### src/rtl/pss_pkg.sv
`timescale 1ns/1ps
package pss_pkg;
  // Half of one divided period, in input clocks (exponent n >= 1).
  function automatic int unsigned half_period(input int unsigned n);
    return (n == 0) ? 1 : (32'd1 << (n - 1));
  endfunction

  // One full divided period, in input clocks.
  function automatic int unsigned full_period(input int unsigned n);
    return 32'd1 << n;
  endfunction
endpackage

### src/rtl/pss_ctrl_reg.sv
`timescale 1ns/1ps
module pss_ctrl_reg #(
  parameter int CTRL_W = 8
) (
  input  logic              clk,
  input  logic              rst_n,
  input  logic              we,
  input  logic [CTRL_W-1:0] wdata,
  output logic [CTRL_W-1:0] q
);
  always_ff @(posedge clk or negedge rst_n) begin
    if (!rst_n)  q <= '0;
    else if (we) q <= wdata;
  end
endmodule

### src/rtl/pss_phase_timer.sv
`timescale 1ns/1ps
module pss_phase_timer
  import pss_pkg::*;
#(
  parameter int DIV_W = 3,
  localparam int CNT_W = 1 << DIV_W
) (
  input  logic             clk,
  input  logic             rst_n,
  input  logic             ctrl_we,
  input  logic [DIV_W-1:0] div_w,
  input  logic [DIV_W-1:0] div_q,
  output logic             tick,
  output logic             tick_active
);
  logic             running;
  logic             next_act;
  logic [CNT_W-1:0] cnt;

  assign tick        = running && (cnt == '0) && !ctrl_we;
  assign tick_active = next_act;

  always_ff @(posedge clk or negedge rst_n) begin
    if (!rst_n) begin
      running  <= 1'b0;
      next_act <= 1'b1;
      cnt      <= '0;
    end else if (ctrl_we) begin
      if (div_w == '0) begin
        running  <= 1'b0;
        next_act <= 1'b1;
        cnt      <= '0;
      end else begin
        running <= 1'b1;
        cnt     <= next_act ? '0 : CNT_W'(full_period(int'(div_w)));
      end
    end else if (tick) begin
      next_act <= !next_act;
      cnt      <= CNT_W'(half_period(int'(div_q)) - 1);
    end else if (running) begin
      cnt <= cnt - 1'b1;
    end
  end

  // from an active-next state, the first event follows on the next edge
  a_r3_prompt_start: assert property (@(posedge clk) disable iff (!rst_n)
    (ctrl_we && div_w != '0 && next_act) |=> (tick || ctrl_we));
  // restart while the active phase is live is held off
  a_r8_extra_wait: assert property (@(posedge clk) disable iff (!rst_n)
    (ctrl_we && div_w != '0 && !next_act) |=> !tick);
endmodule

### src/rtl/pss_strobe_gen.sv
`timescale 1ns/1ps
module pss_strobe_gen #(
  parameter int NUM_SLAVES = 4,
  parameter int DIV_W      = 3
) (
  input  logic                  clk,
  input  logic                  rst_n,
  input  logic                  ctrl_we,
  input  logic [DIV_W-1:0]      div_w,
  input  logic                  dir_w,
  input  logic                  dir_q,
  input  logic [NUM_SLAVES-1:0] en_q,
  input  logic                  tick,
  input  logic                  tick_active,
  output logic                  nmi,
  output logic [NUM_SLAVES-1:0] sel,
  output logic                  rw
);
  logic skip_next;

  always_ff @(posedge clk or negedge rst_n) begin
    if (!rst_n) begin
      nmi       <= 1'b0;
      sel       <= '0;
      rw        <= 1'b1;
      skip_next <= 1'b0;
    end else if (ctrl_we) begin
      if (div_w == '0) begin
        nmi       <= 1'b0;
        sel       <= '0;
        skip_next <= 1'b0;
      end else if (dir_w) begin
        nmi       <= 1'b0;
        skip_next <= 1'b1;
      end else begin
        skip_next <= 1'b0;
      end
    end else if (tick) begin
      if (tick_active) begin
        rw  <= dir_q;
        nmi <= !skip_next;
        sel <= en_q;
      end else begin
        nmi <= 1'b0;
        sel <= '0;
      end
      skip_next <= 1'b0;
    end
  end

  // selects fall at every inactive event
  a_r4_sel_idle: assert property (@(posedge clk) disable iff (!rst_n)
    (tick && !tick_active) |=> (sel == '0 && !nmi));
  // direction follows the control bit at an active event
  a_r5_rw_update: assert property (@(posedge clk) disable iff (!rst_n)
    (tick && tick_active) |=> (rw == $past(dir_q)));
  // read-mode start drops the interrupt on the write edge
  a_r6_read_clear: assert property (@(posedge clk) disable iff (!rst_n)
    (ctrl_we && div_w != '0 && dir_w) |=> !nmi);
  // halting clears the outputs but not the direction
  a_r7_halt: assert property (@(posedge clk) disable iff (!rst_n)
    (ctrl_we && div_w == '0) |=> (!nmi && sel == '0 && $stable(rw)));
endmodule

### src/rtl/pss_data_path.sv
`timescale 1ns/1ps
module pss_data_path #(
  parameter int NUM_SLAVES = 4,
  parameter int DATA_W     = 8
) (
  input  logic                         data_we,
  input  logic [DATA_W-1:0]            data_wdata,
  input  logic                         dir_q,
  input  logic [NUM_SLAVES-1:0]        en_q,
  input  logic [NUM_SLAVES*DATA_W-1:0] slave_rdata,
  output logic [DATA_W-1:0]            data_rdata,
  output logic [DATA_W-1:0]            slave_wdata,
  output logic [NUM_SLAVES-1:0]        slave_wstrobe
);
  assign slave_wdata = data_wdata;

  for (genvar i = 0; i < NUM_SLAVES; i++) begin : g_wr
    assign slave_wstrobe[i] = data_we && !dir_q && en_q[i];
  end

  always_comb begin
    data_rdata = '0;
    for (int i = 0; i < NUM_SLAVES; i++)
      if (en_q[i]) data_rdata = data_rdata | slave_rdata[i*DATA_W +: DATA_W];
  end
endmodule

### src/rtl/periph_select_seq.sv
`timescale 1ns/1ps
module periph_select_seq #(
  parameter int NUM_SLAVES = 4,
  parameter int DATA_W     = 8,
  parameter int DIV_W      = 3,
  localparam int CTRL_W    = NUM_SLAVES + 1 + DIV_W
) (
  input  logic                         clk,
  input  logic                         rst_n,
  input  logic                         ctrl_we,
  input  logic [CTRL_W-1:0]            ctrl_wdata,
  output logic [CTRL_W-1:0]            ctrl_rdata,
  input  logic                         data_we,
  input  logic [DATA_W-1:0]            data_wdata,
  output logic [DATA_W-1:0]            data_rdata,
  input  logic [NUM_SLAVES*DATA_W-1:0] slave_rdata,
  output logic [DATA_W-1:0]            slave_wdata,
  output logic [NUM_SLAVES-1:0]        slave_wstrobe,
  output logic [NUM_SLAVES-1:0]        slave_sel,
  output logic                         slave_rw,
  output logic                         host_nmi
);
  localparam int DIR_BIT = NUM_SLAVES;

  logic [CTRL_W-1:0]     ctrl_q;
  logic [NUM_SLAVES-1:0] en_q;
  logic                  dir_q, dir_w;
  logic [DIV_W-1:0]      div_q, div_w;
  logic                  tick, tick_active;

  assign en_q       = ctrl_q[NUM_SLAVES-1:0];
  assign dir_q      = ctrl_q[DIR_BIT];
  assign div_q      = ctrl_q[CTRL_W-1 -: DIV_W];
  assign dir_w      = ctrl_wdata[DIR_BIT];
  assign div_w      = ctrl_wdata[CTRL_W-1 -: DIV_W];
  assign ctrl_rdata = ctrl_q;

  pss_ctrl_reg #(.CTRL_W(CTRL_W)) u_ctrl (
    .clk(clk), .rst_n(rst_n), .we(ctrl_we), .wdata(ctrl_wdata), .q(ctrl_q));

  pss_phase_timer #(.DIV_W(DIV_W)) u_timer (
    .clk(clk), .rst_n(rst_n), .ctrl_we(ctrl_we), .div_w(div_w), .div_q(div_q),
    .tick(tick), .tick_active(tick_active));

  pss_strobe_gen #(.NUM_SLAVES(NUM_SLAVES), .DIV_W(DIV_W)) u_strobe (
    .clk(clk), .rst_n(rst_n), .ctrl_we(ctrl_we), .div_w(div_w), .dir_w(dir_w),
    .dir_q(dir_q), .en_q(en_q), .tick(tick), .tick_active(tick_active),
    .nmi(host_nmi), .sel(slave_sel), .rw(slave_rw));

  pss_data_path #(.NUM_SLAVES(NUM_SLAVES), .DATA_W(DATA_W)) u_data (
    .data_we(data_we), .data_wdata(data_wdata), .dir_q(dir_q), .en_q(en_q),
    .slave_rdata(slave_rdata), .data_rdata(data_rdata),
    .slave_wdata(slave_wdata), .slave_wstrobe(slave_wstrobe));

  // reset leaves the outputs idle with the direction line at read
  a_r11_reset_idle: assert property (@(posedge clk)
    $rose(rst_n) |-> (!host_nmi && slave_sel == '0 && slave_rw && ctrl_q == '0));
endmodule

### config.mk
export PLATFORM = sky130hd
export DESIGN_NAME = periph_select_seq
export DESIGN_NICKNAME = d
export VERILOG_FILES = /design/src/rtl/pss_pkg.sv /design/src/rtl/pss_ctrl_reg.sv /design/src/rtl/pss_phase_timer.sv /design/src/rtl/pss_strobe_gen.sv /design/src/rtl/pss_data_path.sv /design/src/rtl/periph_select_seq.sv
export SDC_FILE = /design/constraint.sdc
export NUM_CORES = 1
export LEC_CHECK = 0
export CAP_MARGIN = 0
export CORE_ASPECT_RATIO = 0.6
export CORE_MARGIN = 3
export CORE_UTILIZATION = 40
export CTS_CLUSTER_SIZE = 25
export DETAILED_ROUTE_END_ITERATION = 8
export PLACE_DENSITY = 0.74
export RECOVER_POWER = 50
export SLEW_MARGIN = 30
export SYNTH_ARGS = -nofsm -noshare
export SYNTH_HDL_FRONTEND = slang
export SYNTH_SLANG_ARGS = --single-unit
### constraint.sdc
create_clock -name clk -period 3.1 [get_ports clk]
set_input_delay 0.31 -clock clk [delete_from_list [all_inputs] [get_ports clk]]
set_output_delay 0.31 -clock clk [all_outputs]
set_load 0.05 [all_outputs]
==> results by group, run 1 <==
Finish
  • Share of layout cells above drive strength 1: 9.09%
  • Antenna cells: 0
  • Area of the multi-input gates: 0.00107 sq mm
  • Reg area: 628 sq um
  • Layout area overhead: 35.7%
  • Net count, final: 331
  • Total of fill cells in the finished design: 392
  • Final Instance Area: 0.00258 sq mm

STA
  • Hold Fails Final Rpt: 0
  • Fin Clk Skew: 16.2 ps
  • Slew Viols, Final: 0
  • RSZ-0062 raised after global routing: no
  • # setup viols final: 0
  • Final period utilization: 88.3%
  • Worst-Margin Slew: 1340 ps
  • Setup TNS: 0 ps
  • Slew HR: 10.6%
  • Fin crit period: 2740 ps
  • Peak Freq: 365 MHz

Placement
  • GP Congestion: 0.993
  • Placed cell area: 0.00255 sq mm
  • Post-DP HPWL: 4.40 mm
  • I/O Buffers: 69

Route
  • Remaining DRCs: 0
  • Drt pass-1 iters: 4
  • Antenna-violating nets left: 0
  • DR iter-0 viols: 233
  • Post-Route WL: 5.54 mm
  • Avg WL per Cell: 16.5 microns
  • Via count: 1870
  • Vias per inst: 5.58

Clock tree
  • CTS sink count: 25
  • CTS tree: yes
  • Post-CTS Setup Inserts: 0
  • Hold buffers post-CTS: 0
  • Resize count post-CTS: 0
  • Clock Path Buffers: 2
  • Worst-skew pair later-pin latency: 270 ps
  • CTS Buf Count: 3
  • Clock transition at path regs: 100 ps
  • Clk root buf: clkbuf_8
  • H-tree levels: 1

Synthesis
  • Register area share after synthesis: 33.0%
  • Mapped Nets: 273
  • Syn Area/Cell: 8.74 sq um
  • Synth Cell Area: 0.00190 sq mm
  • Yosys reg bits: 25
  • FFs w/ async S/R, synth: 100%
  • Synth Flop Type: dfrtp_1
  • Synth cell types: 57
  • Synthesized instance count: 218
  • Post-synth EDFFs: 0
  • Ys Warns: 0

Setup path
  • Worst setup EP type: flip-flop
  • CP Launch Type: flip-flop
  • Delay-heaviest family, CP: compound AO/OA/AOI/OAI gates
  • CP cell instances: inv_1 -> ha_1 -> xnor2_2 -> and3_4 -> a21oi_1 -> ha_1 -> nand2b_2 -> a2111oi_1 -> mux2i_1 -> nand2_1
  • Worst-path maximum fanout: 11
  • Arrival time of the worst setup path: 2890 ps
  • Crit path largest cell delay: 520 ps
  • Crit path required time: 3250 ps
  • Setup CP Type: flip-flop to flip-flop
  • Worst path bufs/invs: 1
  • Critical path's most frequent cell: ha_1
  • Slowest cell on crit path: dfrtp_1

Floorplanning
  • Std cell rows: 18
  • Initial core utilization: 43.8%
  • IO Pins: 86
  • DIE AREA: 0.00565 sq mm
  • Die extent in y: 59.4 microns
  • Chip width: 95.1 microns
  • Core box area: 0.00435 sq mm

Global routing
  • Grt ovf: 0
  • Antenna violations before repair: 0
  • First-pass GRT wire length: 8.91 mm
  • Vias in the first global route: 1685
  • Tot GR Track Use: 20.3%
  • Largest net degree at the start of global routing: 26

Power and ir drop
  • Leak: 1.03 nW
  • Peak supply drop: 0.000376 V
  • PnR Total Power: 0.00165 W
  • Pwr dens: 637 mW/mm^2

Flow run
  • Max cap viols: 0

Hold path
  • Class of the worst hold path: flip-flop to flip-flop

Run status
  • Outcome: completed
## cell usage after synthesis (all sizes together) (3+ instances only)
cell type	instances	area [sq um]
nor4	3	33.8
nand2	25	93.8
dfrtp	23	576
ha	3	37.5
mux2	5	56.3
and2	6	37.5
buf	14	110
nand2b	4	27.5
nor3	9	50.1
a21oi	10	50.1
nand4	4	25.0
nand3	7	35.0
nor2	11	41.3
a22oi	18	135
a31oi	3	18.8
nor4b	3	32.5
nor2b	6	37.5
o21ai	12	63.8
clkbuf	9	63.8
xnor2	4	42.6
inv	8	30.0
## placed cells by master (no fill, tap or decap), types with 4 or more instances in the layout
cell,netlist,layout
and2_1,6,6
mux2_2,5,5
nand4_1,4,4
nand2_1,25,25
nor2b_1,6,6
o21ai_0,4,4
inv_1,8,8
a22oi_1,18,18
nor3_1,8,8
o21ai_1,7,7
clkdlybuf4s50_1,0,67
a21oi_1,10,10
buf_4,11,4
nand3_1,7,7
dfrtp_1,23,23
nor2_1,11,11
## path summary, 6_finish.rpt
kind | from | cells after the start | endpoint | slack (ps)
max | u_ctrl.q[5] | 10 | u_timer.cnt[4] | 360
min | u_strobe.skip_next | 1 | u_strobe.nmi | 480
max reg2reg | u_ctrl.q[5] | 10 | u_timer.cnt[4] | 360
min reg2reg | u_strobe.skip_next | 1 | u_strobe.nmi | 480
max in group asynchronous | rst_n | 2 | u_ctrl.q[7] | 1440
min in group asynchronous | rst_n | 2 | u_timer.cnt[0] | 850
## power breakdown
| group | switching [W] | internal [W] | leakage [nW] |
|---|---|---|---|
| sequential | 0.000122 | 0.000418 | 0.309 |
| combinational | 0.000533 | 0.000378 | 0.693 |
| clock | 0.000105 | 0.0000899 | 0.0255 |
## sequential cells by signal (all words and copies together), names as in the netlist
| signal | flops |
|---|---|
| u_strobe.nmi | 1 |
| u_strobe.rw | 1 |
| u_ctrl.q | 8 |
| u_strobe.sel | 4 |
| u_timer.cnt | 8 |
| u_timer.tick_active | 1 |
| u_strobe.skip_next | 1 |
| u_timer.running | 1 |
## per-layer routing
layer	track usage [%]	part of all wire (%)
met1	33.6	49
met2	25.2	39
met3	6.60	11
met4	2.05	0.34
met5	0	0
## worst reg2reg max path, stage by stage, from the launching register on
cell,delay (ps)
dfrtp_1,520
inv_1,160
ha_1,300
xnor2_2,200
and3_4,210
a21oi_1,150
ha_1,220
nand2b_2,100
a2111oi_1,450
mux2i_1,240
nand2_1,70
## cell families (layout without fill, tap and decap cells)
family                   Yosys count  after routing  share of synthesized area, %
AO/OA/AOI/OAI                     61             61                          22.2
adder cells (fa/ha/maj)            3              3                          1.97
buffers and inverters             31             88                          10.7
XOR/XNOR                           4              4                          2.23
AND/OR/NAND/NOR                   87             87                          25.9
flip-flops                        25             25                          33.0
multiplexers                       7              7                          4.01
## final cells by class
class / instances / share of cell area, %
clock buffer: 3 / 1.60
clock inverter: 1 / 0.194
inverter: 8 / 1.16
multi-input combinational: 162 / 41.5
sequential: 25 / 24.3
tap: 60 / 2.91
timing repair buffer: 76 / 28.3
## through the flow
step / utilization (%) / hold slack (ps) / cells / setup WS, ps
final: 59.4 / 484 / 335 / 362
after global routing: 59.4 / 512 / 335 / 107
after CTS: 59.7 / 407 / 335 / 357
after detailed placement: 58.6 / 470 / 331 / 372
after global placement: 58.6 / 464 / 331 / 505
after floorplan: - / 14.4 / 218 / 304
(Power assumes the default switching activity.)
==> inputs of run 2 (changes only) <==
- CTS_CLUSTER_DIAMETER: unset -> 30
- TNS_END_PERCENT: unset -> 20
==> results of run 2 <==
The final DEF is identical to that of run 1; final timing and power are the same.
==> inputs of run 3 (changes only) <==
- ABC_AREA: unset -> 0
- CAP_MARGIN: 0 -> 10
- SLEW_MARGIN: 30 -> 40
==> results of run 3 <==
The final DEF is identical to that of run 1; final timing and power are the same.
